$ cat src/rtl/evt_gblk_pkg.sv
package evt_gblk_pkg;
  localparam logic [11:0] OFS_CAP_LO = 12'h000;
  localparam logic [11:0] OFS_CAP_HI = 12'h004;
  localparam logic [11:0] OFS_CFG    = 12'h010;
  localparam logic [11:0] OFS_CFG_HI = 12'h014;
  localparam logic [11:0] OFS_STAT   = 12'h020;
  localparam logic [11:0] OFS_CNT_LO = 12'h0F0;
  localparam logic [11:0] OFS_CNT_HI = 12'h0F4;

  typedef struct packed {
    logic leg;
    logic run;
  } cfg_t;

  // capability low word; channel count minus one sits in bits 12:8
  function automatic logic [31:0] cap_word(input logic [15:0] vendor,
                                           input logic [7:0]  rev,
                                           input logic [4:0]  cnt_m1);
    return {vendor, 1'b1, 1'b0, 1'b1, cnt_m1, rev};
  endfunction
endpackage

$ cat src/rtl/evt_win_dec.sv
module evt_win_dec #(
  parameter int ADDR_W  = 12,
  parameter int NUM_TMR = 3,
  parameter int TIDX_W  = 2
) (
  input  logic [ADDR_W-1:0] addr,
  output logic              hit,
  output logic [TIDX_W-1:0] idx,
  output logic [4:0]        off
);
  logic [4:0] raw_idx;
  logic       in_rng;
  logic       unused_lo;

  assign unused_lo = ^addr[1:0];

  always_comb begin
    in_rng  = (addr[ADDR_W-1:10] == '0) && (addr[9:8] != 2'b00);
    raw_idx = addr[9:5] - 5'd8;
    hit     = in_rng && ({27'd0, raw_idx} < 32'(NUM_TMR));
    idx     = raw_idx[TIDX_W-1:0];
    off     = {addr[4:2], 2'b00};
  end
endmodule

$ cat src/rtl/evt_main_cnt.sv
module evt_main_cnt (
  input  logic        clk,
  input  logic        rst_n,
  input  logic        run,
  input  logic        tick,
  input  logic        wr_lo,
  input  logic        wr_hi,
  input  logic [31:0] wdata,
  output logic [63:0] cnt
);
  logic [63:0] cnt_q, cnt_d;

  always_comb begin
    cnt_d = cnt_q;
    if (wr_lo)            cnt_d = {cnt_q[63:32], wdata};
    else if (wr_hi)       cnt_d = {wdata, cnt_q[31:0]};
    else if (run && tick) cnt_d = cnt_q + 64'd1;
  end

  always_ff @(posedge clk or negedge rst_n) begin
    if (!rst_n) cnt_q <= '0;
    else        cnt_q <= cnt_d;
  end

  assign cnt = cnt_q;
endmodule

$ cat src/rtl/evt_stat_reg.sv
module evt_stat_reg #(
  parameter int N = 3
) (
  input  logic         clk,
  input  logic         rst_n,
  input  logic [N-1:0] set,
  input  logic         clr_en,
  input  logic [N-1:0] clr_bits,
  output logic [N-1:0] stat,
  output logic [N-1:0] clr_pulse
);
  logic [N-1:0] stat_q, stat_d, pulse_q, pulse_d, kill;

  always_comb begin
    kill    = clr_en ? (clr_bits & stat_q & ~set) : '0;
    stat_d  = (stat_q & ~kill) | set;
    pulse_d = kill;
  end

  always_ff @(posedge clk or negedge rst_n) begin
    if (!rst_n) begin
      stat_q  <= '0;
      pulse_q <= '0;
    end else begin
      stat_q  <= stat_d;
      pulse_q <= pulse_d;
    end
  end

  assign stat      = stat_q;
  assign clr_pulse = pulse_q;
endmodule

$ cat src/rtl/evt_gblk.sv
module evt_gblk #(
  parameter int          ADDR_W  = 12,
  parameter int          NUM_TMR = 3,
  parameter logic [15:0] VENDOR  = 16'hCAFE,
  parameter logic [7:0]  REV     = 8'h02,
  parameter logic [31:0] TICK_FS = 32'd10_000_000,
  localparam int         TIDX_W  = (NUM_TMR > 1) ? $clog2(NUM_TMR) : 1
) (
  input  logic               clk,
  input  logic               rst_n,
  input  logic               tick,
  input  logic               bus_sel,
  input  logic               bus_wr,
  input  logic [ADDR_W-1:0]  bus_addr,
  input  logic [31:0]        bus_wdata,
  output logic [31:0]        bus_rdata,
  output logic               bus_rvalid,
  output logic [TIDX_W-1:0]  ch_rd_idx,
  output logic [4:0]         ch_rd_off,
  input  logic [31:0]        ch_rdata,
  output logic               ch_wr_stb,
  output logic [TIDX_W-1:0]  ch_wr_idx,
  output logic [4:0]         ch_wr_off,
  output logic [31:0]        ch_wr_data,
  input  logic [NUM_TMR-1:0] ch_cmp_ones,
  output logic               arm_stb,
  output logic [NUM_TMR-1:0] arm_mask,
  output logic               disarm_stb,
  input  logic [NUM_TMR-1:0] ch_irq_set,
  output logic [NUM_TMR-1:0] ch_irq_clr,
  output logic               glb_en,
  output logic               legacy_en,
  output logic [63:0]        main_cnt,
  output logic               cnt_warn
);
  import evt_gblk_pkg::*;

  localparam logic [31:0] CAP_LO = cap_word(VENDOR, REV, 5'(NUM_TMR - 1));

  logic [ADDR_W-1:0] wa;
  logic              rd_req, wr_req, win_hit;
  logic              wr_cfg, wr_stat, wr_cnt_lo, wr_cnt_hi;
  logic [TIDX_W-1:0] win_idx;
  logic [4:0]        win_off;
  cfg_t              cfg_q, cfg_d;
  logic [NUM_TMR-1:0] stat;
  logic [31:0]       stat_ext, rd_mux, rdata_q, rdata_d;
  logic              rvalid_q, rvalid_d;
  logic              stb_q, stb_d, arm_q, arm_d, dis_q, dis_d, warn_q, warn_d;
  logic [NUM_TMR-1:0] mask_q, mask_d;
  logic [TIDX_W-1:0] widx_q, widx_d;
  logic [4:0]        woff_q, woff_d;
  logic [31:0]       wdat_q, wdat_d;

  evt_win_dec #(.ADDR_W(ADDR_W), .NUM_TMR(NUM_TMR), .TIDX_W(TIDX_W)) u_dec (
    .addr(bus_addr), .hit(win_hit), .idx(win_idx), .off(win_off)
  );

  evt_main_cnt u_cnt (
    .clk(clk), .rst_n(rst_n), .run(cfg_q.run), .tick(tick),
    .wr_lo(wr_cnt_lo), .wr_hi(wr_cnt_hi), .wdata(bus_wdata), .cnt(main_cnt)
  );

  evt_stat_reg #(.N(NUM_TMR)) u_stat (
    .clk(clk), .rst_n(rst_n), .set(ch_irq_set), .clr_en(wr_stat),
    .clr_bits(bus_wdata[NUM_TMR-1:0]), .stat(stat), .clr_pulse(ch_irq_clr)
  );

  // request decode
  always_comb begin
    wa        = {bus_addr[ADDR_W-1:2], 2'b00};
    rd_req    = bus_sel && !bus_wr;
    wr_req    = bus_sel && bus_wr;
    wr_cfg    = wr_req && (wa == ADDR_W'(OFS_CFG));
    wr_stat   = wr_req && (wa == ADDR_W'(OFS_STAT));
    wr_cnt_lo = wr_req && (wa == ADDR_W'(OFS_CNT_LO));
    wr_cnt_hi = wr_req && (wa == ADDR_W'(OFS_CNT_HI));
  end

  // read path
  always_comb begin
    stat_ext              = '0;
    stat_ext[NUM_TMR-1:0] = stat;
    rd_mux                = '0;
    if (win_hit) rd_mux = ch_rdata;
    else if (wa == ADDR_W'(OFS_CAP_LO)) rd_mux = CAP_LO;
    else if (wa == ADDR_W'(OFS_CAP_HI)) rd_mux = TICK_FS;
    else if (wa == ADDR_W'(OFS_CFG))    rd_mux = {30'd0, cfg_q};
    else if (wa == ADDR_W'(OFS_STAT))   rd_mux = stat_ext;
    else if (wa == ADDR_W'(OFS_CNT_LO)) rd_mux = main_cnt[31:0];
    else if (wa == ADDR_W'(OFS_CNT_HI)) rd_mux = main_cnt[63:32];
    rdata_d  = rd_req ? rd_mux : '0;
    rvalid_d = rd_req;
  end

  // configuration, arm/disarm, channel write forwarding
  always_comb begin
    cfg_d  = cfg_q;
    if (wr_cfg) cfg_d = cfg_t'(bus_wdata[1:0]);
    arm_d  = wr_cfg && !cfg_q.run && bus_wdata[0];
    dis_d  = wr_cfg && cfg_q.run && !bus_wdata[0];
    mask_d = arm_d ? ~ch_cmp_ones : '0;
    warn_d = (wr_cnt_lo || wr_cnt_hi) && cfg_q.run;
    stb_d  = wr_req && win_hit;
    widx_d = stb_d ? win_idx : widx_q;
    woff_d = stb_d ? win_off : woff_q;
    wdat_d = stb_d ? bus_wdata : wdat_q;
  end

  always_ff @(posedge clk or negedge rst_n) begin
    if (!rst_n) begin
      cfg_q    <= '0;
      rdata_q  <= '0;
      rvalid_q <= 1'b0;
      arm_q    <= 1'b0;
      dis_q    <= 1'b0;
      mask_q   <= '0;
      warn_q   <= 1'b0;
      stb_q    <= 1'b0;
      widx_q   <= '0;
      woff_q   <= '0;
      wdat_q   <= '0;
    end else begin
      cfg_q    <= cfg_d;
      rdata_q  <= rdata_d;
      rvalid_q <= rvalid_d;
      arm_q    <= arm_d;
      dis_q    <= dis_d;
      mask_q   <= mask_d;
      warn_q   <= warn_d;
      stb_q    <= stb_d;
      widx_q   <= widx_d;
      woff_q   <= woff_d;
      wdat_q   <= wdat_d;
    end
  end

  assign bus_rdata  = rdata_q;
  assign bus_rvalid = rvalid_q;
  assign ch_rd_idx  = win_idx;
  assign ch_rd_off  = win_off;
  assign ch_wr_stb  = stb_q;
  assign ch_wr_idx  = widx_q;
  assign ch_wr_off  = woff_q;
  assign ch_wr_data = wdat_q;
  assign arm_stb    = arm_q;
  assign arm_mask   = mask_q;
  assign disarm_stb = dis_q;
  assign glb_en     = cfg_q.run;
  assign legacy_en  = cfg_q.leg;
  assign cnt_warn   = warn_q;
endmodule

$ cat config.mk
export PLATFORM = sky130hd
export DESIGN_NAME = evt_gblk
export DESIGN_NICKNAME = d
export VERILOG_FILES = /design/src/rtl/evt_gblk_pkg.sv /design/src/rtl/evt_win_dec.sv /design/src/rtl/evt_main_cnt.sv /design/src/rtl/evt_stat_reg.sv /design/src/rtl/evt_gblk.sv
export SDC_FILE = /design/constraint.sdc
export NUM_CORES = 1
export LEC_CHECK = 0
export BUFFER_PORTS_ARGS = -buffer_cell sky130_fd_sc_hd__buf_4
export CORE_AREA = 4 4 104 155
export CTS_CLUSTER_SIZE = 20
export DETAILED_ROUTE_END_ITERATION = 8
export DIE_AREA = 0 0 108 159
export PLACE_DENSITY = 0.79
export SLEW_MARGIN = 15
export SYNTH_ARGS = -nofsm -noshare
export SYNTH_HDL_FRONTEND = slang
export SYNTH_SLANG_ARGS = --single-unit
$ cat constraint.sdc
create_clock -name clk -period 2.8 [get_ports clk]
set_input_delay 0.14 -clock clk [delete_from_list [all_inputs] [get_ports clk]]
set_output_delay 0.14 -clock clk [all_outputs]
set_load 0.02 [all_outputs]
==> results.cfg, run 1 <==
[worst_setup_path]
crit_start = u_cnt.cnt[0]
rr_endpoint = u_cnt.cnt[46]
end_kind = flop
cpMostUsedCell = or3_4
cpMaxStageDelayCell = or4_1
cp_cell_sequence = ha_1 > nand3_1 > or3_4 > or4_1 > or3_4 > o31a_1 > a21oi_2
cp.arrival_ns = 2.93
r2r_start = u_cnt.cnt[0]
crit_required_ns = 3.15
cp-start-kind = flop
worstSetupPathType = reg2reg
reg2reg_setup_slack_ns = 0.22
cp_max_fo = 7
endpoint = u_cnt.cnt[46]
ff2ff_path_depth = 7
slowest_delay_ns = 0.58

[sta]
postLayoutSetupSlackWorst_ns = 0.221
max_freq_mhz = 388
slew-limit-headroom = 0.483
tightest_slew_ns = 0.773
hold_viol = 0
skew_ns = 0.0124
rsz0062_at_grt = false
period_needed_ns = 2.58
setup_viol = 0
tns_ns = 0
period_share = 0.921
drv_slew = 0

[global_routing]
grt-ovfl-total = 0
antenna_found_initial = 1
grt.total_usage = 0.312
grt_pass1_wl_mm = 41.1
grt_pass1_vias = 7428
grt_max_degree = 96

[placed_design]
dpl.hpwl_mm = 18.6
gp_congestion = 0.968
io_buffers = 235
place_ws_ns = 0.264

[power]
power_density_mw_per_mm2 = 483
vdd_drop_max_mv = 0.390
p_leak_nw = 4.95

[cells_and_area]
final_nets = 1129
n_fill_cell = 1043
diodes = 0
areaGrowthSynthToFinish_pct = 44.8
drive_gt1_frac = 0.343

[synthesis]
avgSynthCellArea_um2 = 10.1
yosysSeqAreaShare = 0.502
synth_edf_count = 0
synthArstFlopShare = 1.00
synth_top_area_cell = dfrtp_1
synth_ff_type = dfrtp_1
synthCells = 732
synth_area_mm2 = 0.00743
synth.most_common_cell = dfrtp_1
synth.distinct_cells = 68
yosys-top-cells-area = dfrtp_1 (50%), mux2_2 (6.4%), nand2_1 (5.1%)
ys_ff_latch = 149
yosysWarningCount = 0
synth_top_cell_area_share = 0.502
synthTopCellsByCount = dfrtp_1 (149), nand2_1 (100), nor2_1 (50), o21ai_0 (46), mux2_2 (42)

[drt]
routed_wl_mm = 26.6
drc = 0
drt-pass1-iter-count = 5
drtIter0Drc = 577
vias_per_cell = 5.81
dr_total_vias = 7265
ant_nets = 0
wl_per_cell_um = 21.3

[hold_path]
hold_class = in2reg
worstHoldStart = ch_rdata[12]

[clock_tree]
cts_resized = 0
cts_buffers = 17
ctsHtreeMaxLevel = 4
cts_tree = done
clock_latency_ns = 0.42
clk_pin_slew_worst_paths_ns = 0.06
cts_sinks = 149
clockBufferDepth = 2
cts-root-buf = clkbuf_16

[die]
die_y_um = 159
die_w_um = 108
rows = 54
core-area_mm2 = 0.0147
pin_count = 242
initial_core_util = 0.507
dieArea_mm2 = 0.0172

[flow_run]
max-cap-violations = 0

[outcome]
outcome = complete, no violations
## cell type report
type,instances,area (um^2),share of cell area
clock buffer,19,443,0.0412
clock inverter,13,148,0.0137
timing repair buffer,329,2670,0.248
sequential,149,3730,0.347
inverter,5,18.8,0.00175
multi-input combinational,539,3500,0.325
tap,196,245,0.0228
## how the worst min path moves through the flow
stage	endpoint	slack, ns	cells after the start
2_1_floorplan	arm_mask[0]	-0.16	0
3_3_place_gp	ch_wr_data[7]	0.11	1
3_5_place_dp	ch_wr_data[7]	0.12	1
4_1_cts	ch_wr_idx[0]	0.005	2
5_1_grt	ch_wr_idx[0]	0.02	2
6_report	bus_rdata[12]	0.02	3
## critical path, delay by kind of cell, from the launching register on
kind	cells	cell delay (ns)
adders and majority gates	1	0.21
and+or+nand+nor	4	1.50
AOI/OAI and AO/OA	2	0.34
DFF	1	0.46
## sequential cells by signal (all words and copies together) (netlist names), 2 cells and up
signal,flops
arm_mask,3
u_stat.stat,3
bus_rdata,32
ch_wr_data,32
u_cnt.cnt,64
u_stat.clr_pulse,3
ch_wr_off,3
ch_wr_idx,2
## where the power goes
part	internal (mW)	switching, mW	leakage [nW]
sequential	2.23	0.0535	2.04
clock	1.35	0.957	0.277
combinational	0.304	0.304	2.64
total	3.88	1.31	4.95
## logic make-up after synthesis
group                    Yosys count  synth area share
AO/OA/AOI/OAI                    147             0.127
XOR/XNOR                          43            0.0507
buffers and inverters             47            0.0303
multiplexers                      46            0.0691
other                              1          0.000505
AND/OR/NAND/NOR                  298             0.219
flip-flops                       149             0.502
adder cells (fa/ha/maj)            1           0.00168
## per-layer routing
layer | share of wire | vias up | global-route usage
li1 | - | 3270 | -
met1 | 0.36 | 3515 | 0.380
met2 | 0.50 | 384 | 0.518
met3 | 0.082 | 94 | 0.0613
met4 | 0.049 | 2 | 0.161
met5 | 0.00049 | - | 0
## layout by cell type, fill, tap and decap left out, drive strengths merged, types with 4 or more instances in the layout
master and count:
a211oi 8, xnor2 19, and2 9, a22oi 12, nand2b 5, nor3 16, conb 4, nand4 14
nor2 50, nor3b 5, a21o 5, and4 14, mux2i 4, and3 14, dlygate4sd3 68, dfrtp 149
clkbuf 19, buf 261, nand2 100, clkinvlp 4, o21ai 57, a221oi 14, mux2 42, nand3 38
o211ai 6, nor4 11, xor2 24, a21oi 24, or3 9, or4 7, inv 9
## repair_timing
item | 4_1_cts | 5_1_grt
buffers inserted | 0 | 0
hold buffers | 68 | 0
endpoints found under the hold margin | 170 | 0
## per-stage QoR
stage	util	cell area (um^2)	cells	hold slack, ns	power, mW
2_1_floorplan	-	7440	735	-0.156	2.52
3_3_place_gp	0.647	9480	1150	0.114	2.83
3_5_place_dp	0.647	9480	1150	0.119	2.84
4_1_cts	0.733	10800	1250	0.00519	5.21
5_1_grt	0.733	10800	1250	0.0200	5.37
6_report	0.733	10800	1250	0.0176	5.19
No activity file was read; power rests on OpenSTA's default activity.
==> inputs of run 2 (changes only) <==
--- a/config.mk
+++ b/config.mk
@@ -6,11 +6,14 @@
 export NUM_CORES = 1
 export LEC_CHECK = 0
 export BUFFER_PORTS_ARGS = -buffer_cell sky130_fd_sc_hd__buf_4
-export CORE_AREA = 4 4 104 155
+export CORE_AREA = 4 4 102 152
+export CTS_BUF_LIST = sky130_fd_sc_hd__clkbuf_8
 export CTS_CLUSTER_SIZE = 20
 export DETAILED_ROUTE_END_ITERATION = 8
-export DIE_AREA = 0 0 108 159
-export PLACE_DENSITY = 0.79
+export DIE_AREA = 0 0 106 156
+export PLACE_DENSITY = 0.82
+export RECOVER_POWER = 50
+export SETUP_SLACK_MARGIN = 0.5
 export SLEW_MARGIN = 15
 export SYNTH_ARGS = -nofsm -noshare
 export SYNTH_HDL_FRONTEND = slang
==> run 2 against run 1 <==
Net effect: via count increased by 4.9%; sequential share of layout area increased by 0.72 points; hold slack improved by 0.010 ns; sequential power about the same; clock skew about the same; clock-buffer cell count decreased by 1; die area decreased by 3.7%; first-iteration DRC count increased by 7.3%; combinational power decreased by 6.4%; non-clock buffer count increased by 26; wire length increased by 0.69%; global-route usage increased by 0.25 points; critical path type unchanged.
==> results.cfg, run 2 (same netlist as run 1, synthesis figures left out) <==
[global_routing]
grt-ovfl-total = 0
grt_max_degree = 89
antenna_found_initial = 0
grt.total_usage = 0.314
grt_pass1_vias = 7557
grt_pass1_wl_mm = 40.5

[drt]
wl_per_cell_um = 21.1
drt-pass1-iter-count = 6
routed_wl_mm = 26.8
vias_per_cell = 5.99
ant_nets = 0
drc = 0
dr_total_vias = 7618
drtIter0Drc = 619

[cells_and_area]
multi_input_area_mm2 = 0.00360
areaGrowthSynthToFinish_pct = 42.8
drive_gt1_frac = 0.297
final_common_cell = buf_4
n_fill_cell = 1017
layout_common_cells = buf_4 (180), dfrtp_1 (128), nand2_1 (99)
diodes = 0
final_nets = 1155
design_area_mm2 = 0.0106
seqCellArea_mm2 = 0.00375
largest_reg_flops = 64

[worst_setup_path]
cp.arrival_ns = 2.78
cp_cell_sequence = nand3_2 > or3_4 > or4_4 > or3_4 > o31a_1 > a21oi_2
r2r_start = u_cnt.cnt[6]
cp-start-kind = flop
slowest_delay_ns = 0.50
cp_max_fo = 5
crit_required_ns = 3.18
ff2ff_path_depth = 6
cpMaxStageDelayCell = or4_4
cpMostUsedCell = or3_4
rr_endpoint = u_cnt.cnt[46]
end_kind = flop
worstSetupPathType = reg2reg
reg2reg_setup_slack_ns = 0.40

[outcome]
outcome = complete, no violations

[hold_path]
min_to = bus_rdata[10]
worstHoldStart = ch_rdata[10]
whs_path_depth = 3
hold_class = in2reg

[die]
initial_core_util = 0.528
die_y_um = 156
die_w_um = 106
dieArea_mm2 = 0.0165
rows = 53
pin_count = 242
core-area_mm2 = 0.0141

[power]
power_density_mw_per_mm2 = 459
p_leak_nw = 4.64
vdd_drop_max_mv = 0.364

[clock_tree]
cts_buffers = 17
ctsHtreeMaxLevel = 4
cts_sinks = 149
clock_latency_ns = 0.45
cts-root-buf = clkbuf_8
cts_tree = done
clockBufferDepth = 2
clk_pin_slew_worst_paths_ns = 0.08

[flow_run]
max-cap-violations = 0

[placed_design]
io_buffers = 235
dpl.hpwl_mm = 17.8
gp_congestion = 0.989
placed_cell_area_mm2 = 0.00949

[sta]
hold_viol = 0
drv_slew = 0
max_freq_mhz = 416
slew-limit-headroom = 0.341
setup_viol = 0
period_needed_ns = 2.40
rsz0062_at_grt = true
skew_ns = 0.0127
period_share = 0.858
tightest_slew_ns = 0.989
tns_ns = 0
[run 2: critical path: cells and delay by family (launching register included)]
| kind | cells | cell delay, ns |
|---|---|---|
| DFF | 1 | 0.45 |
| and+or+nand+nor | 4 | 1.50 |
| AOI/OAI and AO/OA | 2 | 0.39 |
[run 2: timing repair]
action,in CTS,in global routing
pin swaps,2,7
gates cloned,0,0
gates resized for setup,8,14
hold buffers,75,0
endpoints found under the setup margin,24,30
endpoints found under the hold margin,222,0
setup buffers,12,12
[run 2: cell type report]
cell class,instances,area share
clock inverters,13,0.0218
clock buffers,18,0.0234
well taps,192,0.0226
repair buffers,355,0.237
multi-input cells,539,0.340
flip-flops and latches,149,0.354
inverters,5,0.00177
[run 2: through the flow]
stage	hold WS (ns)	instances	worst slack (ns)	utilization	total power [mW]
after global routing	0.0249	1271	0.355	0.755	5.03
after floorplan	-0.156	735	0.424	-	2.52
after detailed placement	0.275	1141	0.307	0.675	2.84
after global placement	0.268	1141	0.342	0.675	2.83
after CTS	0.00970	1259	0.446	0.772	4.93
final	0.0278	1271	0.396	0.755	4.87
[run 2: worst max path at each step]
stage,from,end,cells past startpoint
after detailed placement,u_cnt.cnt[0],u_cnt.cnt[54],7
after global routing,u_cnt.cnt[19],u_cnt.cnt[41],7
after CTS,u_cnt.cnt[17],u_cnt.cnt[46],6
after global placement,u_cnt.cnt[1],u_cnt.cnt[54],7
after floorplan,u_cnt.cnt[0],u_cnt.cnt[46],8
final,u_cnt.cnt[6],u_cnt.cnt[46],6
[run 2: power breakdown]
group | internal, mW | switching, mW
clock | 1.17 | 0.855
sequential | 2.22 | 0.0512
combinational | 0.258 | 0.312
total | 3.65 | 1.22
[run 2: layer usage]
metal	up-vias	track usage	wire length, um
met4	0	0.173	1470
li1	3328	-	-
met1	3694	0.355	9350
met2	488	0.556	13800
met5	-	0	0
met3	108	0.0613	2180
==> inputs of run 3 (changes only) <==
--- a/config.mk
+++ b/config.mk
@@ -13,6 +13,7 @@
 export DIE_AREA = 0 0 106 156
 export PLACE_DENSITY = 0.82
 export RECOVER_POWER = 50
+export REMOVE_ABC_BUFFERS = 1
 export SETUP_SLACK_MARGIN = 0.5
 export SLEW_MARGIN = 15
 export SYNTH_ARGS = -nofsm -noshare
==> run 3 against run 2 <==
Net effect: combinational power barely moved; sequential cell count did not move; die area did not move; worst setup slack got worse by 0.00098 ns; critical path depth rose by 1; sequential power barely moved; utilization rose by 0.18 points; clock-buffer cell count rose by 1; hold slack improved by 0.015 ns; critical path type unchanged; critical endpoint unchanged; largest cell class unchanged.
==> results.cfg, run 3 (same netlist as run 1, synthesis figures left out) <==
[placed_design]
place_ws_ns = 0.274
dpl.hpwl_mm = 17.9
gp_congestion = 0.981
io_buffers = 235

[drt]
vias_per_cell = 5.94
drc = 0
wl_per_cell_um = 21.3
drt-pass1-iter-count = 5
ant_nets = 0
drtIter0Drc = 551
dr_total_vias = 7614
routed_wl_mm = 27.3

[clock_tree]
ctsHtreeMaxLevel = 4
clockBufferDepth = 2
cts_buffers = 17
clk_pin_slew_worst_paths_ns = 0.08
clock_latency_ns = 0.46
cts_sinks = 149
cts_tree = done
cts-root-buf = clkbuf_8

[cells_and_area]
final_nets = 1165
layout_common_cells = buf_4 (189), dfrtp_1 (135), nand2_1 (100)
seqCellArea_mm2 = 0.00375
areaGrowthSynthToFinish_pct = 43.2
final_common_cell = buf_4
multi_input_area_mm2 = 0.00362
n_fill_cell = 1032
diodes = 0
largest_reg_flops = 64
drive_gt1_frac = 0.299

[sta]
rsz0062_at_grt = true
period_share = 0.859
holdWs_ns = 0.0429
skew_ns = 0.0165
setup_viol = 0
drv_slew = 0
hold_viol = 0
slew-limit-headroom = 0.00169
max_freq_mhz = 416
tightest_slew_ns = 1.50
period_needed_ns = 2.40
postLayoutSetupSlackWorst_ns = 0.395

[die]
initial_core_util = 0.528
die_y_um = 156
pin_count = 242
rows = 53
dieArea_mm2 = 0.0165
die_w_um = 106
core-area_mm2 = 0.0141

[global_routing]
antenna_found_initial = 0
grt_max_degree = 59
grt_pass1_vias = 7984
grt_pass1_wl_mm = 41.8
grt-ovfl-total = 0
grt.total_usage = 0.326

[flow_run]
max-cap-violations = 0

[worst_setup_path]
cp_max_fo = 6
crit_required_ns = 3.19
cp.arrival_ns = 2.79
worstSetupPathType = reg2reg
cp-start-kind = flop
end_kind = flop

[power]
vdd_drop_max_mv = 0.329
p_leak_nw = 4.67
power_density_mw_per_mm2 = 433

[hold_path]
hold_class = in2reg

[outcome]
outcome = complete, no violations
-- run 3: changes by cell type in the layout (fill, tap and decap cells not counted), sizes merged --
| cell | previous run | this run |
|---|---|---|
| clkinv | 5 | 6 |
| inv | 6 | 7 |
| buf | 183 | 191 |
| bufinv | 6 | 3 |
| dlygate4sd3 | 75 | 76 |
| clkinvlp | 1 | 2 |
| clkbuf | 115 | 117 |
-- run 3: path summary, 6_finish.rpt --
kind,startpoint,endpoint,slack (ns),cells after the start
setup / recovery,u_cnt.cnt[0],u_cnt.cnt[46],0.40,7
hold / removal,ch_rdata[10],bus_rdata[10],0.04,3
setup reg to reg,u_cnt.cnt[0],u_cnt.cnt[46],0.40,7
hold reg to reg,ch_wr_data[20],ch_wr_data[20],0.51,1
max in group asynchronous,rst_n,u_cnt.cnt[10],0.67,3
min in group asynchronous,rst_n,u_cnt.cnt[52],0.56,2
-- run 3: where the power goes --
part           switching [mW]  internal, mW
logic                   0.312         0.258
clock network           0.837         0.924
registers              0.0509          2.22
-- run 3: metrics by stage --
stage | setup TNS (ns) | cell area [um^2] | utilization | power [mW] | instances
6_report | 0 | 10600 | 0.756 | 4.61 | 1282
2_1_floorplan | -25.49 | 7230 | - | 2.50 | 693
3_5_place_dp | 0 | 9480 | 0.675 | 2.84 | 1147
5_1_grt | 0 | 10600 | 0.756 | 4.76 | 1282
3_3_place_gp | 0 | 9480 | 0.675 | 2.83 | 1147
4_1_cts | 0 | 10800 | 0.771 | 4.67 | 1274
-- run 3: per-layer routing --
metal	vias up	part of all wire	global-route usage
met5	-	0	0
met4	0	0.053	0.177
met3	119	0.075	0.0716
met2	453	0.53	0.592
met1	3708	0.34	0.349
li1	3334	-	-
-- run 3: timing repair --
action | in CTS | in global routing
endpoints found under the hold margin | 191 | 0
buffers inserted | 19 | 8
gates resized for setup | 18 | 21
setup endpoints to repair | 18 | 34
hold buffers | 76 | 0
cloned | 0 | 0
pin swaps | 2 | 6
-- run 3: cell type report --
type,count,share of cell area
sequential,149,0.352
clock inverter,13,0.0146
multi-input combinational,539,0.340
timing repair buffer,365,0.244
clock buffer,19,0.0246
tap,192,0.0226
inverter,5,0.00177
-- run 3: worst max-delay path, cell delays in order (launching register included) --
cell	delay, ns
dfrtp_2	0.43
ha_4	0.16
nand3_2	0.11
or3_4	0.38
or4_4	0.50
or3_4	0.41
o31a_1	0.26
a21oi_2	0.09
